[src/rtl/spi_pp_pkg.sv]
package spi_pp_pkg;
    typedef enum logic [1:0] {SEQ_IDLE, SEQ_LOAD, SEQ_WAIT, SEQ_GAP} seq_e;
    typedef enum logic [1:0] {SH_IDLE, SH_BITS, SH_GUARD} sh_e;
    localparam int IRQ_BYTE = 0;
    localparam int IRQ_TMO  = 1;
    localparam int IRQ_OVF  = 2;
    localparam int NIRQ     = 3;
endpackage

[src/rtl/spi_pp_clkgen.sv]
module spi_pp_clkgen #(
    parameter int DIVW = 8
) (
    input  logic            clk,
    input  logic            rst_n,
    input  logic            run,
    input  logic [DIVW-1:0] div,
    output logic            tick
);
    typedef struct packed {
        logic [DIVW-1:0] cnt;
    } st_t;

    st_t st_d, st_q;

    always_comb begin
        st_d = st_q;
        tick = run && (st_q.cnt == div);
        if (!run || tick) st_d.cnt = '0;
        else              st_d.cnt = st_q.cnt + 1'b1;
    end

    always_ff @(posedge clk or negedge rst_n) begin
        if (!rst_n) st_q <= '0;
        else        st_q <= st_d;
    end

    // with a divider above zero, ticks never come back to back
    assert_tick_spacing_R6: assert property (@(posedge clk) disable iff (!rst_n)
        (tick && div != '0 && $stable(div)) |=> !tick);
endmodule

[src/rtl/spi_pp_shifter.sv]
module spi_pp_shifter
    import spi_pp_pkg::*;
#(
    parameter int DW = 8,
    parameter int GW = 8,
    localparam int BW = $clog2(DW)
) (
    input  logic          clk,
    input  logic          rst_n,
    input  logic          load,
    input  logic [DW-1:0] tx_byte,
    input  logic          tick,
    input  logic [GW-1:0] guard,
    input  logic          miso,
    output logic          run,
    output logic          busy,
    output logic          sck,
    output logic          mosi,
    output logic          done,
    output logic [DW-1:0] rx_byte
);
    typedef struct packed {
        sh_e           st;
        logic [DW-1:0] sh;
        logic [DW-1:0] rx;
        logic [BW-1:0] bits;
        logic          sck;
        logic [GW-1:0] gcnt;
    } st_t;

    st_t st_d, st_q;

    always_comb begin
        st_d = st_q;
        done = 1'b0;
        unique case (st_q.st)
            SH_IDLE: begin
                if (load) begin
                    st_d.sh   = tx_byte;
                    st_d.bits = '0;
                    st_d.sck  = 1'b0;
                    st_d.st   = SH_BITS;
                end
            end
            SH_BITS: begin
                if (tick) begin
                    if (!st_q.sck) begin
                        st_d.sck = 1'b1;
                        st_d.rx  = {st_q.rx[DW-2:0], miso};
                    end else begin
                        st_d.sck = 1'b0;
                        if (st_q.bits == BW'(DW-1)) begin
                            done      = 1'b1;
                            st_d.gcnt = '0;
                            st_d.st   = (guard == '0) ? SH_IDLE : SH_GUARD;
                        end else begin
                            st_d.bits = st_q.bits + 1'b1;
                            st_d.sh   = {st_q.sh[DW-2:0], 1'b0};
                        end
                    end
                end
            end
            SH_GUARD: begin
                st_d.gcnt = st_q.gcnt + 1'b1;
                if (st_q.gcnt >= guard - 1'b1) st_d.st = SH_IDLE;
            end
            default: st_d.st = SH_IDLE;
        endcase
    end

    always_ff @(posedge clk or negedge rst_n) begin
        if (!rst_n) st_q <= '{st: SH_IDLE, default: '0};
        else        st_q <= st_d;
    end

    assign run     = (st_q.st == SH_BITS);
    assign busy    = (st_q.st != SH_IDLE);
    assign sck     = st_q.sck;
    assign mosi    = st_q.sh[DW-1];
    assign rx_byte = st_q.rx;

    // the sequencer hands over a byte only to an idle shifter
    assert_load_when_idle_R4: assert property (@(posedge clk) disable iff (!rst_n)
        load |-> !busy);
    // sck is back low once a byte has finished
    assert_sck_low_after_byte_R3: assert property (@(posedge clk) disable iff (!rst_n)
        done |=> !sck);
endmodule

[src/rtl/spi_pp_banks.sv]
module spi_pp_banks #(
    parameter int DW    = 8,
    parameter int DEPTH = 16,
    localparam int AW   = $clog2(DEPTH),
    localparam int LW   = $clog2(DEPTH + 1)
) (
    input  logic          clk,
    input  logic          rst_n,
    input  logic          wr_en,
    input  logic          wr_bank,
    input  logic [AW-1:0] wr_addr,
    input  logic [DW-1:0] wr_data,
    input  logic          commit,
    input  logic          commit_bank,
    input  logic [LW-1:0] commit_len,
    input  logic          eng_bank,
    input  logic [AW-1:0] eng_addr,
    output logic [DW-1:0] eng_data,
    output logic [LW-1:0] eng_len,
    input  logic          tx_done,
    input  logic          tx_done_bank,
    input  logic          rx_wr,
    input  logic          rx_wr_bank,
    input  logic [AW-1:0] rx_wr_addr,
    input  logic [DW-1:0] rx_wr_data,
    input  logic          rx_close,
    input  logic          rx_close_bank,
    input  logic [LW-1:0] rx_close_len,
    input  logic          rd_bank,
    input  logic [AW-1:0] rd_addr,
    output logic [DW-1:0] rd_data,
    output logic [LW-1:0] rd_len,
    input  logic          rel,
    input  logic          rel_bank,
    output logic [1:0]    tx_rdy,
    output logic [1:0]    rx_full
);
    typedef struct packed {
        logic [1:0][DEPTH-1:0][DW-1:0] txm;
        logic [1:0][DEPTH-1:0][DW-1:0] rxm;
        logic [1:0][LW-1:0]            txlen;
        logic [1:0][LW-1:0]            rxlen;
        logic [1:0]                    txrdy;
        logic [1:0]                    rxfull;
    } st_t;

    st_t st_d, st_q;

    always_comb begin
        st_d = st_q;
        if (wr_en && !st_q.txrdy[wr_bank])
            st_d.txm[wr_bank][wr_addr] = wr_data;
        if (commit && !st_q.txrdy[commit_bank] &&
            commit_len != '0 && commit_len <= LW'(DEPTH)) begin
            st_d.txrdy[commit_bank] = 1'b1;
            st_d.txlen[commit_bank] = commit_len;
        end
        if (tx_done) st_d.txrdy[tx_done_bank] = 1'b0;
        if (rx_wr)   st_d.rxm[rx_wr_bank][rx_wr_addr] = rx_wr_data;
        if (rx_close) begin
            st_d.rxfull[rx_close_bank] = 1'b1;
            st_d.rxlen[rx_close_bank]  = rx_close_len;
        end
        if (rel && st_q.rxfull[rel_bank]) st_d.rxfull[rel_bank] = 1'b0;
    end

    always_ff @(posedge clk or negedge rst_n) begin
        if (!rst_n) st_q <= '0;
        else        st_q <= st_d;
    end

    assign eng_data = st_q.txm[eng_bank][eng_addr];
    assign eng_len  = st_q.txlen[eng_bank];
    assign rd_data  = st_q.rxm[rd_bank][rd_addr];
    assign rd_len   = st_q.rxlen[rd_bank];
    assign tx_rdy   = st_q.txrdy;
    assign rx_full  = st_q.rxfull;

    // the engine releases only a bank that was ready
    assert_release_ready_R4: assert property (@(posedge clk) disable iff (!rst_n)
        tx_done |-> st_q.txrdy[tx_done_bank]);
    // received data never lands in a bank the consumer still owns
    assert_no_write_full_R10: assert property (@(posedge clk) disable iff (!rst_n)
        rx_wr |-> !st_q.rxfull[rx_wr_bank]);
endmodule

[src/rtl/spi_pingpong_master.sv]
module spi_pingpong_master
    import spi_pp_pkg::*;
#(
    parameter int DW    = 8,
    parameter int DEPTH = 16,
    parameter int DIVW  = 8,
    parameter int GW    = 8,
    parameter int TW    = 16,
    localparam int AW   = $clog2(DEPTH),
    localparam int LW   = $clog2(DEPTH + 1)
) (
    input  logic            clk,
    input  logic            rst_n,
    input  logic            tx_wr_en,
    input  logic            tx_wr_bank,
    input  logic [AW-1:0]   tx_wr_addr,
    input  logic [DW-1:0]   tx_wr_data,
    input  logic            tx_commit,
    input  logic            tx_commit_bank,
    input  logic [LW-1:0]   tx_commit_len,
    output logic [1:0]      tx_ready,
    input  logic            rx_rd_bank,
    input  logic [AW-1:0]   rx_rd_addr,
    output logic [DW-1:0]   rx_rd_data,
    output logic [LW-1:0]   rx_rd_len,
    input  logic            rx_release,
    input  logic            rx_release_bank,
    output logic [1:0]      rx_full,
    input  logic            start,
    input  logic [DIVW-1:0] cfg_div,
    input  logic [GW-1:0]   cfg_guard,
    input  logic [TW-1:0]   cfg_timeout,
    input  logic [NIRQ-1:0] irq_en,
    input  logic [NIRQ-1:0] irq_clr,
    output logic [NIRQ-1:0] irq_flags,
    output logic            irq,
    output logic            busy,
    output logic            sck,
    output logic            mosi,
    input  logic            miso,
    output logic            cs_n
);
    typedef struct packed {
        seq_e            seq;
        logic            bank;
        logic [AW-1:0]   idx;
        logic            rxb;
        logic            rxv;
        logic            txptr;
        logic            rxptr;
        logic            cs;
        logic [NIRQ-1:0] flags;
        logic [TW-1:0]   tcnt;
    } st_t;

    st_t st_d, st_q;

    logic            tick, sh_run, sh_busy, sh_done, sh_load;
    logic [DW-1:0]   sh_rx, eng_data;
    logic [LW-1:0]   eng_len;
    logic            tx_done, rx_wr, rx_close;
    logic [1:0]      tx_rdy_w, rx_full_w;

    function automatic logic [1:0] pick_rx(input logic [1:0] full, input logic ptr);
        if (!full[ptr])       return {1'b1, ptr};
        else if (!full[~ptr]) return {1'b1, ~ptr};
        else                  return {1'b0, ptr};
    endfunction

    always_comb begin
        logic [1:0] rsel;
        st_d     = st_q;
        sh_load  = 1'b0;
        tx_done  = 1'b0;
        rx_wr    = 1'b0;
        rx_close = 1'b0;
        rsel     = pick_rx(rx_full_w, st_q.rxptr);
        st_d.flags = st_q.flags & ~irq_clr;

        unique case (st_q.seq)
            SEQ_IDLE: begin
                if (start && (tx_rdy_w != 2'b00)) begin
                    st_d.bank = tx_rdy_w[st_q.txptr] ? st_q.txptr : ~st_q.txptr;
                    st_d.idx  = '0;
                    st_d.rxv  = rsel[1];
                    st_d.rxb  = rsel[0];
                    st_d.cs   = 1'b1;
                    st_d.seq  = SEQ_LOAD;
                end
            end
            SEQ_LOAD: begin
                sh_load  = 1'b1;
                st_d.seq = SEQ_WAIT;
            end
            SEQ_WAIT: begin
                if (sh_done) begin
                    st_d.flags[IRQ_BYTE] = 1'b1;
                    if (st_q.rxv) rx_wr = 1'b1;
                    else          st_d.flags[IRQ_OVF] = 1'b1;
                end
                if (!sh_busy) begin
                    if (LW'(st_q.idx) + LW'(1) >= eng_len) begin
                        tx_done    = 1'b1;
                        rx_close   = st_q.rxv;
                        st_d.txptr = ~st_q.bank;
                        if (st_q.rxv) st_d.rxptr = ~st_q.rxb;
                        st_d.cs    = 1'b0;
                        st_d.seq   = tx_rdy_w[~st_q.bank] ? SEQ_GAP : SEQ_IDLE;
                    end else begin
                        st_d.idx = st_q.idx + 1'b1;
                        st_d.seq = SEQ_LOAD;
                    end
                end
            end
            SEQ_GAP: begin
                if (tx_rdy_w[st_q.txptr]) begin
                    st_d.bank = st_q.txptr;
                    st_d.idx  = '0;
                    st_d.rxv  = rsel[1];
                    st_d.rxb  = rsel[0];
                    st_d.cs   = 1'b1;
                    st_d.seq  = SEQ_LOAD;
                end else begin
                    st_d.seq = SEQ_IDLE;
                end
            end
            default: st_d.seq = SEQ_IDLE;
        endcase

        if (st_q.seq != SEQ_IDLE) begin
            st_d.tcnt = '0;
        end else if (cfg_timeout != '0) begin
            if (st_q.tcnt == cfg_timeout - TW'(1)) st_d.flags[IRQ_TMO] = 1'b1;
            if (st_q.tcnt < cfg_timeout) st_d.tcnt = st_q.tcnt + 1'b1;
        end
    end

    always_ff @(posedge clk or negedge rst_n) begin
        if (!rst_n) st_q <= '{seq: SEQ_IDLE, default: '0};
        else        st_q <= st_d;
    end

    spi_pp_clkgen #(.DIVW(DIVW)) u_clkgen (
        .clk(clk), .rst_n(rst_n), .run(sh_run), .div(cfg_div), .tick(tick)
    );

    spi_pp_shifter #(.DW(DW), .GW(GW)) u_shifter (
        .clk(clk), .rst_n(rst_n), .load(sh_load), .tx_byte(eng_data),
        .tick(tick), .guard(cfg_guard), .miso(miso), .run(sh_run),
        .busy(sh_busy), .sck(sck), .mosi(mosi), .done(sh_done), .rx_byte(sh_rx)
    );

    spi_pp_banks #(.DW(DW), .DEPTH(DEPTH)) u_banks (
        .clk(clk), .rst_n(rst_n),
        .wr_en(tx_wr_en), .wr_bank(tx_wr_bank), .wr_addr(tx_wr_addr), .wr_data(tx_wr_data),
        .commit(tx_commit), .commit_bank(tx_commit_bank), .commit_len(tx_commit_len),
        .eng_bank(st_q.bank), .eng_addr(st_q.idx), .eng_data(eng_data), .eng_len(eng_len),
        .tx_done(tx_done), .tx_done_bank(st_q.bank),
        .rx_wr(rx_wr), .rx_wr_bank(st_q.rxb), .rx_wr_addr(st_q.idx), .rx_wr_data(sh_rx),
        .rx_close(rx_close), .rx_close_bank(st_q.rxb), .rx_close_len(eng_len),
        .rd_bank(rx_rd_bank), .rd_addr(rx_rd_addr), .rd_data(rx_rd_data), .rd_len(rx_rd_len),
        .rel(rx_release), .rel_bank(rx_release_bank),
        .tx_rdy(tx_rdy_w), .rx_full(rx_full_w)
    );

    assign tx_ready  = tx_rdy_w;
    assign rx_full   = rx_full_w;
    assign irq_flags = st_q.flags;
    assign irq       = |(st_q.flags & irq_en);
    assign busy      = (st_q.seq != SEQ_IDLE);
    assign cs_n      = ~st_q.cs;

    // no serial clock activity outside chip select
    assert_sck_low_unselected_R3: assert property (@(posedge clk) disable iff (!rst_n)
        cs_n |-> !sck);
    // a start with nothing ready leaves the engine idle
    assert_start_ignored_R12: assert property (@(posedge clk) disable iff (!rst_n)
        (!busy && start && tx_ready == 2'b00) |=> !busy);
    // byte flag stays until cleared
    assert_flag_sticky_R8: assert property (@(posedge clk) disable iff (!rst_n)
        (irq_flags[IRQ_BYTE] && !irq_clr[IRQ_BYTE]) |=> irq_flags[IRQ_BYTE]);
    // overflow flag stays until cleared
    assert_ovf_sticky_R10: assert property (@(posedge clk) disable iff (!rst_n)
        (irq_flags[IRQ_OVF] && !irq_clr[IRQ_OVF]) |=> irq_flags[IRQ_OVF]);
endmodule

[config.mk]
export PLATFORM = sky130hd
export DESIGN_NAME = spi_pingpong_master
export DESIGN_NICKNAME = d
export VERILOG_FILES = /design/src/rtl/spi_pp_pkg.sv /design/src/rtl/spi_pp_clkgen.sv /design/src/rtl/spi_pp_shifter.sv /design/src/rtl/spi_pp_banks.sv /design/src/rtl/spi_pingpong_master.sv
export SDC_FILE = /design/constraint.sdc
export NUM_CORES = 1
export LEC_CHECK = 0
export ABC_AREA = 1
export BUFFER_PORTS_ARGS = -buffer_cell sky130_fd_sc_hd__buf_2
export CAP_MARGIN = 20
export CORE_MARGIN = 8
export CORE_UTILIZATION = 57
export DETAILED_ROUTE_END_ITERATION = 8
export PLACE_DENSITY = 0.77
export SKIP_CTS_REPAIR_TIMING = 1
export SLEW_MARGIN = 20
export SYNTH_ARGS = -nofsm -noshare
export SYNTH_HDL_FRONTEND = slang
export SYNTH_HIERARCHICAL = 1
export SYNTH_SLANG_ARGS = --single-unit
[constraint.sdc]
create_clock -name clk -period 2.8 [get_ports clk]
set_input_delay 0.56 -clock clk [delete_from_list [all_inputs] [get_ports clk]]
set_output_delay 0.56 -clock clk [all_outputs]
set_load 0.05 [all_outputs]
==> run_results.csv, run 1 <==
group,metric,value,unit
run_status,outcome,"finished clean",
critical_path,critPathArrivalTime,2170,ps
detailed_routing,drt_iter0_drc,2835,
logic_synthesis,syn_nets,4029,
detailed_routing,routed_wl,80200,µm
global_route,grt_pass1_vias,24653,
logic_synthesis,synth_top_area_cell,"dfrtp_1",
sta,finalMaxSlewViolations,0,
critical_path,cp-end-kind,"output port",
detailed_routing,drtAntennaViolNets,0,
critical_path,crit_path_end,"rx_rd_data[5]",
critical_path,r2r_setup_slack,220,ps
global_route,gr-total-overflow,0,
critical_path,cp-start-kind,"primary input",
layout,layout_common_cells,"1544 x nand2_1, 602 x dfrtp_1, 449 x nand3_1",
logic_synthesis,synth_area_leaders,"dfrtp_1 50%, nand2_1 19%, nand3_1 7.4%, o21ai_0 7.2%, o21ai_1 1.8%",
logic_synthesis,ys_ff_latch,605,
place,hpwl,51100,µm
power,leakagePower,16.3,nW
layout,drive_above_1_share,10.3,%
critical_path,critPathSlowestCell,"buf_2",
logic_synthesis,async_reset_ff_share,100,%
power,vdd_ir_drop_max,0.000567,V
detailed_routing,wire_per_inst,17.1,µm
critical_path,r2r_start,"u_clkgen/st_q[5]$_DFF_PN0_",
logic_synthesis,netlist_instances,3920,
logic_synthesis,syn_avg_cell_area,7.76,µm²
layout,antennaDiodeCount,0,
logic_synthesis,yosysSeqAreaShare,49.8,%
global_route,met3_usage,4.45,%
power,p_total,0.0246,W
critical_path,reg2reg_to,"u_banks/st_q[30]$_DFFE_PN0P_",
job,drv_cap,0,
clock_tree,cts_tree,"built",
worst_hold_path,hold_start,"irq_clr[2]",
critical_path,critical_path_required,2240,ps
clock_tree,cts.clk_slew.worst_paths,60,ps
critical_path,path_max_fanout,64,
critical_path,slowest_delay,280,ps
layout,areaGrowthSynthToFinish,10.9,%
sta,finalSetupTns,0,ps
die,dieArea,61000,µm²
detailed_routing,drc,0,
detailed_routing,first_pass_iters,6,
place,portBuffers,94,
global_route,top_usage_layer,"met2",
global_route,antenna_found_initial,0,
sta,hold_violations,0,
die,die_x,247,µm
clock_tree,clockBufferDepth,3,
clock_tree,htree_levels,2,
layout,final_nets,4054,
die,io_pins,95,
clock_tree,clk_latency,660,ps
logic_synthesis,synth_cell_types,52,
critical_path,crit_path_start,"rx_rd_bank",
critical_path,cpMostUsedCell,"nand2_1",
sta,rsz0062_at_grt,"true",
critical_path,rr_worst_depth,20,
sta,min_period,2730,ps
global_route,grt_first_pass_wirelength,131000,µm
die,rows,84,
logic_synthesis,synthFlopType,"dfrtp_1",
layout,final_common_cell,"nand2_1",
place,gp_congestion,0.894,
logic_synthesis,yosysWarnings,6,
global_route,globalRouteMet2Util,41.1,%
detailed_routing,via_per_inst,5.63,
power,p_per_area,730,nW/µm²
die,start_util,57.7,%
detailed_routing,vias,26385,
critical_path,critPathKind,"in -> out",
critical_path,crit_chain,"buf_4, buf_12, nand2_1, nand3_1, nand3_1, nand2_1, nand2_1, nand2_1, nand2_1, nand2_1, buf_2",
logic_synthesis,synth_edf_count,0,
worst_hold_path,worst_hold_path_type,"in -> reg",
global_route,met1_usage,37.7,%
worst_hold_path,holdPathStages,2,
global_route,grt_max_degree,129,
die,die_h,247,µm
sta,fmax,366,MHz
clock_tree,cts_buffers,61,
sta,period_share,97.5,%
global_route,grt_usage,26.3,%
clock_tree,clkSinkCount,605,
sta,clock_skew,37.3,ps
sta,setup_viol,0,
sta,tightest_slew,889,ps
die,coreArea,52700,µm²
clock_tree,root_buffer,"clkbuf_16",
sta,slew_headroom,40.7,%
logic_synthesis,synth_area,30400,µm²
logic_synthesis,synth_top_cell_area_share,49.8,%
==> through the flow <==
| stage | hold WS, ps | cells | worst slack [ps] | util [%] | area (µm²) |
|---|---|---|---|---|---|
| final | 105 | 4684 | 71.3 | 64.0 | 33700 |
| after detailed placement | 467 | 4569 | -113 | 60.1 | 31700 |
| after global routing | 86.6 | 4684 | -20.8 | 64.0 | 33700 |
| after global placement | 465 | 4569 | -2.26 | 60.1 | 31700 |
| after floorplan | 264 | 3920 | 57.4 | - | 30400 |
| after CTS | -114 | 4683 | 80.1 | 64.0 | 33700 |
==> sequential cells by signal, summed over array words and instances, names as in the netlist <==
signal / flops
u_banks/tx_rdy: 2
irq_flags: 3
u_shifter/sck: 1
u_shifter/rx_byte: 8
u_banks/rx_full: 2
u_shifter/mosi: 1
st_q: 28
u_banks/st_q: 532
u_shifter/st_q: 20
u_clkgen/st_q: 8
==> critical path, delay by kind of cell <==
| kind | cells | cell delay [ps] |
|---|---|---|
| buf+inv | 3 | 700 |
| simple gates | 8 | 850 |
==> cell families after synthesis <==
logic type | Yosys count | synth area share [%]
AO/OA/AOI/OAI | 606 | 10.3
buffers and inverters | 411 | 6.33
XOR/XNOR | 39 | 1.12
flip-flops | 605 | 49.8
adder cells (fa/ha/maj) | 39 | 1.61
AND/OR/NAND/NOR | 2220 | 30.9
==> metal layers <==
layer,wire length (µm),share of wire [%]
met1,35500,44
met2,36700,46
met3,6070,7.6
met4,1860,2.3
met5,0,0
==> report_power, final <==
| group | internal, W | switching [W] |
|---|---|---|
| sequential | 0.00986 | 0.000706 |
| combinational | 0.00178 | 0.00413 |
| clock | 0.00466 | 0.00349 |
==> area by class of cell <==
class | instances | area, µm²
Clock buffer | 90 | 1770
Clock inverter | 24 | 250
Fill cell | 4500 | 18900
Inverter | 161 | 612
Multi-Input combinational cell | 2904 | 13400
Sequential cell | 605 | 15100
Tap cell | 688 | 861
Timing Repair Buffer | 212 | 1720
==> worst min-delay path by stage <==
stage                                       end
4_1_cts           u_banks/st_q[426]$_DFFE_PN0P_
2_1_floorplan            irq_flags[0]$_DFF_PN0_
3_3_place_gp      u_banks/st_q[228]$_DFFE_PN0P_
6_report                 irq_flags[2]$_DFF_PN0_
3_5_place_dp   u_shifter/rx_byte[7]$_DFFE_PN0P_
5_1_grt                  irq_flags[2]$_DFF_PN0_
==> Yosys cell counts, types with 3 or more instances <==
library cell and n:
dfrtp_1 605, buf_6 27, nand2_2 8, o21ai_1 110
a31oi_1 3, buf_2 74, o22ai_1 3, ha_1 39
clkbuf_1 109, nor2_1 124, nand4_1 16, nand3_1 449
xnor2_1 14, nand3b_1 6, xor2_1 25, nand3_2 4
inv_1 145, buf_1 20, a21oi_1 32, o21ai_0 436
nor3_1 6, nand2_1 1547, nor2_2 12, nand2_4 22
inv_2 14, a22oi_1 5, o21ai_2 5, nor2_4 9
buf_4 18, or2_2 3
No activity file was read; power rests on OpenSTA's default activity.
==> run 2, diff against run 1 <==
Settings changed: GPL_TIMING_DRIVEN set to 0.
==> run 2 against run 1 <==
Against the previous run: the run now ends with DRC, setup timing left; largest cell class unchanged; worst setup slack worse by 210 ps; final cell count increased by 4.5%; critical path depth is 8 higher.
==> run_results.csv, run 2 (synthesized netlist as in run 1, its figures left out) <==
group,metric,value,unit
run_status,outcome,"complete, but fails checks",
run_status,violations,"DRC, setup timing",
clock_tree,htree_levels,2,
sta,fmax,340,MHz
clock_tree,cts_tree,"built",
layout,areaGrowthSynthToFinish,18.6,%
die,die_x,247,µm
detailed_routing,via_per_inst,5.99,
detailed_routing,drtAntennaViolNets,0,
place,placed_cell_area,31900,µm²
clock_tree,clk_latency,650,ps
detailed_routing,wire_per_inst,20.9,µm
global_route,grt_max_degree,99,
die,coreArea,52700,µm²
power,p_total,0.0260,W
sta,rsz0062_at_grt,"true",
worst_hold_path,worst_hold_path_type,"in -> reg",
critical_path,critPathSlowestCell,"dfrtp_2",
sta,min_period,2940,ps
critical_path,cp-end-kind,"flop",
place,portBuffers,90,
die,die_h,247,µm
layout,fin_util,68.5,%
layout,final_nets,4265,
layout,top_register,"u_banks/st_q",
power,pwr-share-seq,40.9,%
critical_path,critPathArrivalTime,3400,ps
critical_path,crit_chain,"xnor2_2, nand2_1, nor2_1, nand2_2, nor2_4, clkinv_4, nor2_8, inv_4, nor2_4, nand2_2, nor2_4, inv_2, nor2_4, buf_12, buf_16, nand2_8, buf_6, nand2_1, o21ai_0",
die,dieArea,61000,µm²
job,drv_cap,0,
sta,hold_violations,0,
power,switchingPower,0.00900,W
worst_hold_path,holdPathStages,2,
die,rows,84,
critical_path,r2r_setup_slack,-140,ps
global_route,grt_usage,31.7,%
clock_tree,clkSinkCount,605,
sta,clock_skew,41.6,ps
sta,setup_viol,165,
layout,fin_area,36100,µm²
critical_path,slowest_delay,450,ps
global_route,gr-total-overflow,0,
sta,fin_ws,-141,ps
power,clkPwrFrac,32.9,%
layout,reg_top3,"u_banks/st_q (532), st_q (28), u_shifter/st_q (20)",
power,intPower,0.0170,W
worst_hold_path,whs_endpoint,"irq_flags[2]$_DFF_PN0_",
layout,largest_reg_flops,532,
global_route,grt_pass1_vias,26502,
critical_path,critPathTopFamily,"simple AND/OR/NAND/NOR gates",
critical_path,rr_worst_depth,19,
critical_path,path_max_fanout,8,
power,sw_frac_of_total,34.7,%
critical_path,critical_path_required,3260,ps
global_route,grt_first_pass_wirelength,151000,µm
critical_path,crit_buf_inv,6,
power,leakagePower,17.4,nW
sta,fin_hold_ws,96.5,ps
worst_hold_path,hold_start,"irq_clr[2]",
layout,layout_common_cells,"1477 x nand2_1, 601 x dfrtp_1, 443 x nand3_1",
sta,period_share,105,%
sta,finalMaxSlewViolations,0,
sta,slew_headroom,8.29,%
layout,final_common_cell,"nand2_1",
power,pwr-share-comb,26.2,%
power,p_per_area,720,nW/µm²
detailed_routing,vias,29299,
global_route,antenna_found_initial,2,
clock_tree,cts_buffers,61,
critical_path,cpMostUsedCell,"nor2_4",
clock_tree,clockBufferDepth,3,
critical_path,critPathKind,"reg -> reg",
clock_tree,cts.clk_slew.worst_paths,60,ps
detailed_routing,routed_wl,102000,µm
die,start_util,57.7,%
layout,drive_above_1_share,16.4,%
detailed_routing,drt_iter0_drc,4280,
sta,tightest_slew,1380,ps
clock_tree,root_buffer,"clkbuf_16",
critical_path,r2r_start,"u_clkgen/st_q[3]$_DFF_PN0_",
detailed_routing,drc,1,
die,io_pins,95,
power,vdd_ir_drop_max,0.000579,V
detailed_routing,first_pass_iters,9,
critical_path,reg2reg_to,"u_banks/st_q[45]$_DFFE_PN0P_",
place,hpwl,67200,µm
sta,finalSetupTns,-9040,ps
place,gp_congestion,1.01,
critical_path,cp-start-kind,"flop",
==> run 2: area by class of cell <==
| cell class | count | area [µm²] |
|---|---|---|
| flip-flops and latches | 605 | 15100 |
| fillers | 4174 | 16600 |
| repair buffers | 173 | 1510 |
| well taps | 688 | 861 |
| diodes | 1 | 2.50 |
| inverters | 161 | 622 |
| clock buffers | 90 | 1820 |
| repair inverters | 1 | 7.51 |
| multi-input cells | 2904 | 14100 |
| plain buffers | 249 | 1680 |
| clock inverters | 23 | 280 |
==> run 2: power by group through the flow <==
stage / Combinational, W / Sequential, W / Clock [W]
global route: 0.00735 / 0.0107 / 0.00897
CTS: 0.00620 / 0.0106 / 0.00861
floorplan: 0.00407 / 0.0105 / 0
finish: 0.00680 / 0.0106 / 0.00855
global placement: 0.00601 / 0.0107 / 0
detailed placement: 0.00616 / 0.0107 / 0
==> run 2: worst max path at each step <==
stage	slack (ps)	cells after the start	startpoint	to
after detailed placement	-1510	19	cfg_div[3]	u_banks/st_q[45]$_DFFE_PN0P_
after global routing	-290	21	u_clkgen/st_q[0]$_DFF_PN0_	u_banks/st_q[37]$_DFFE_PN0P_
after floorplan	60	19	st_q[28]$_DFFE_PN0P_	u_banks/st_q[4]$_DFFE_PN0P_
after CTS	-1320	17	u_shifter/st_q[28]$_DFFE_PN0P_	u_banks/st_q[45]$_DFFE_PN0P_
after global placement	-11410	1	rst_n	u_banks/st_q[69]$_DFFE_PN0P_
final	-140	19	u_clkgen/st_q[3]$_DFF_PN0_	u_banks/st_q[45]$_DFFE_PN0P_
==> run 2: metal layers <==
| layer | vias to the layer above | part of all wire, % | track usage [%] |
|---|---|---|---|
| met3 | 336 | 13 | 8.35 |
| met5 | - | 0.013 | 0 |
| met4 | 2 | 4.0 | 11.5 |
| met1 | 13885 | 39 | 44.8 |
| met2 | 1847 | 44 | 46.7 |
| li1 | 13229 | - | - |
==> run 2: metrics by stage <==
step | worst slack [ps] | std cells
after global routing | -291 | 4895
after CTS | -1320 | 4817
after global placement | -11410 | 4698
after floorplan | 57.4 | 3920
after detailed placement | -1510 | 4704
final | -141 | 4895
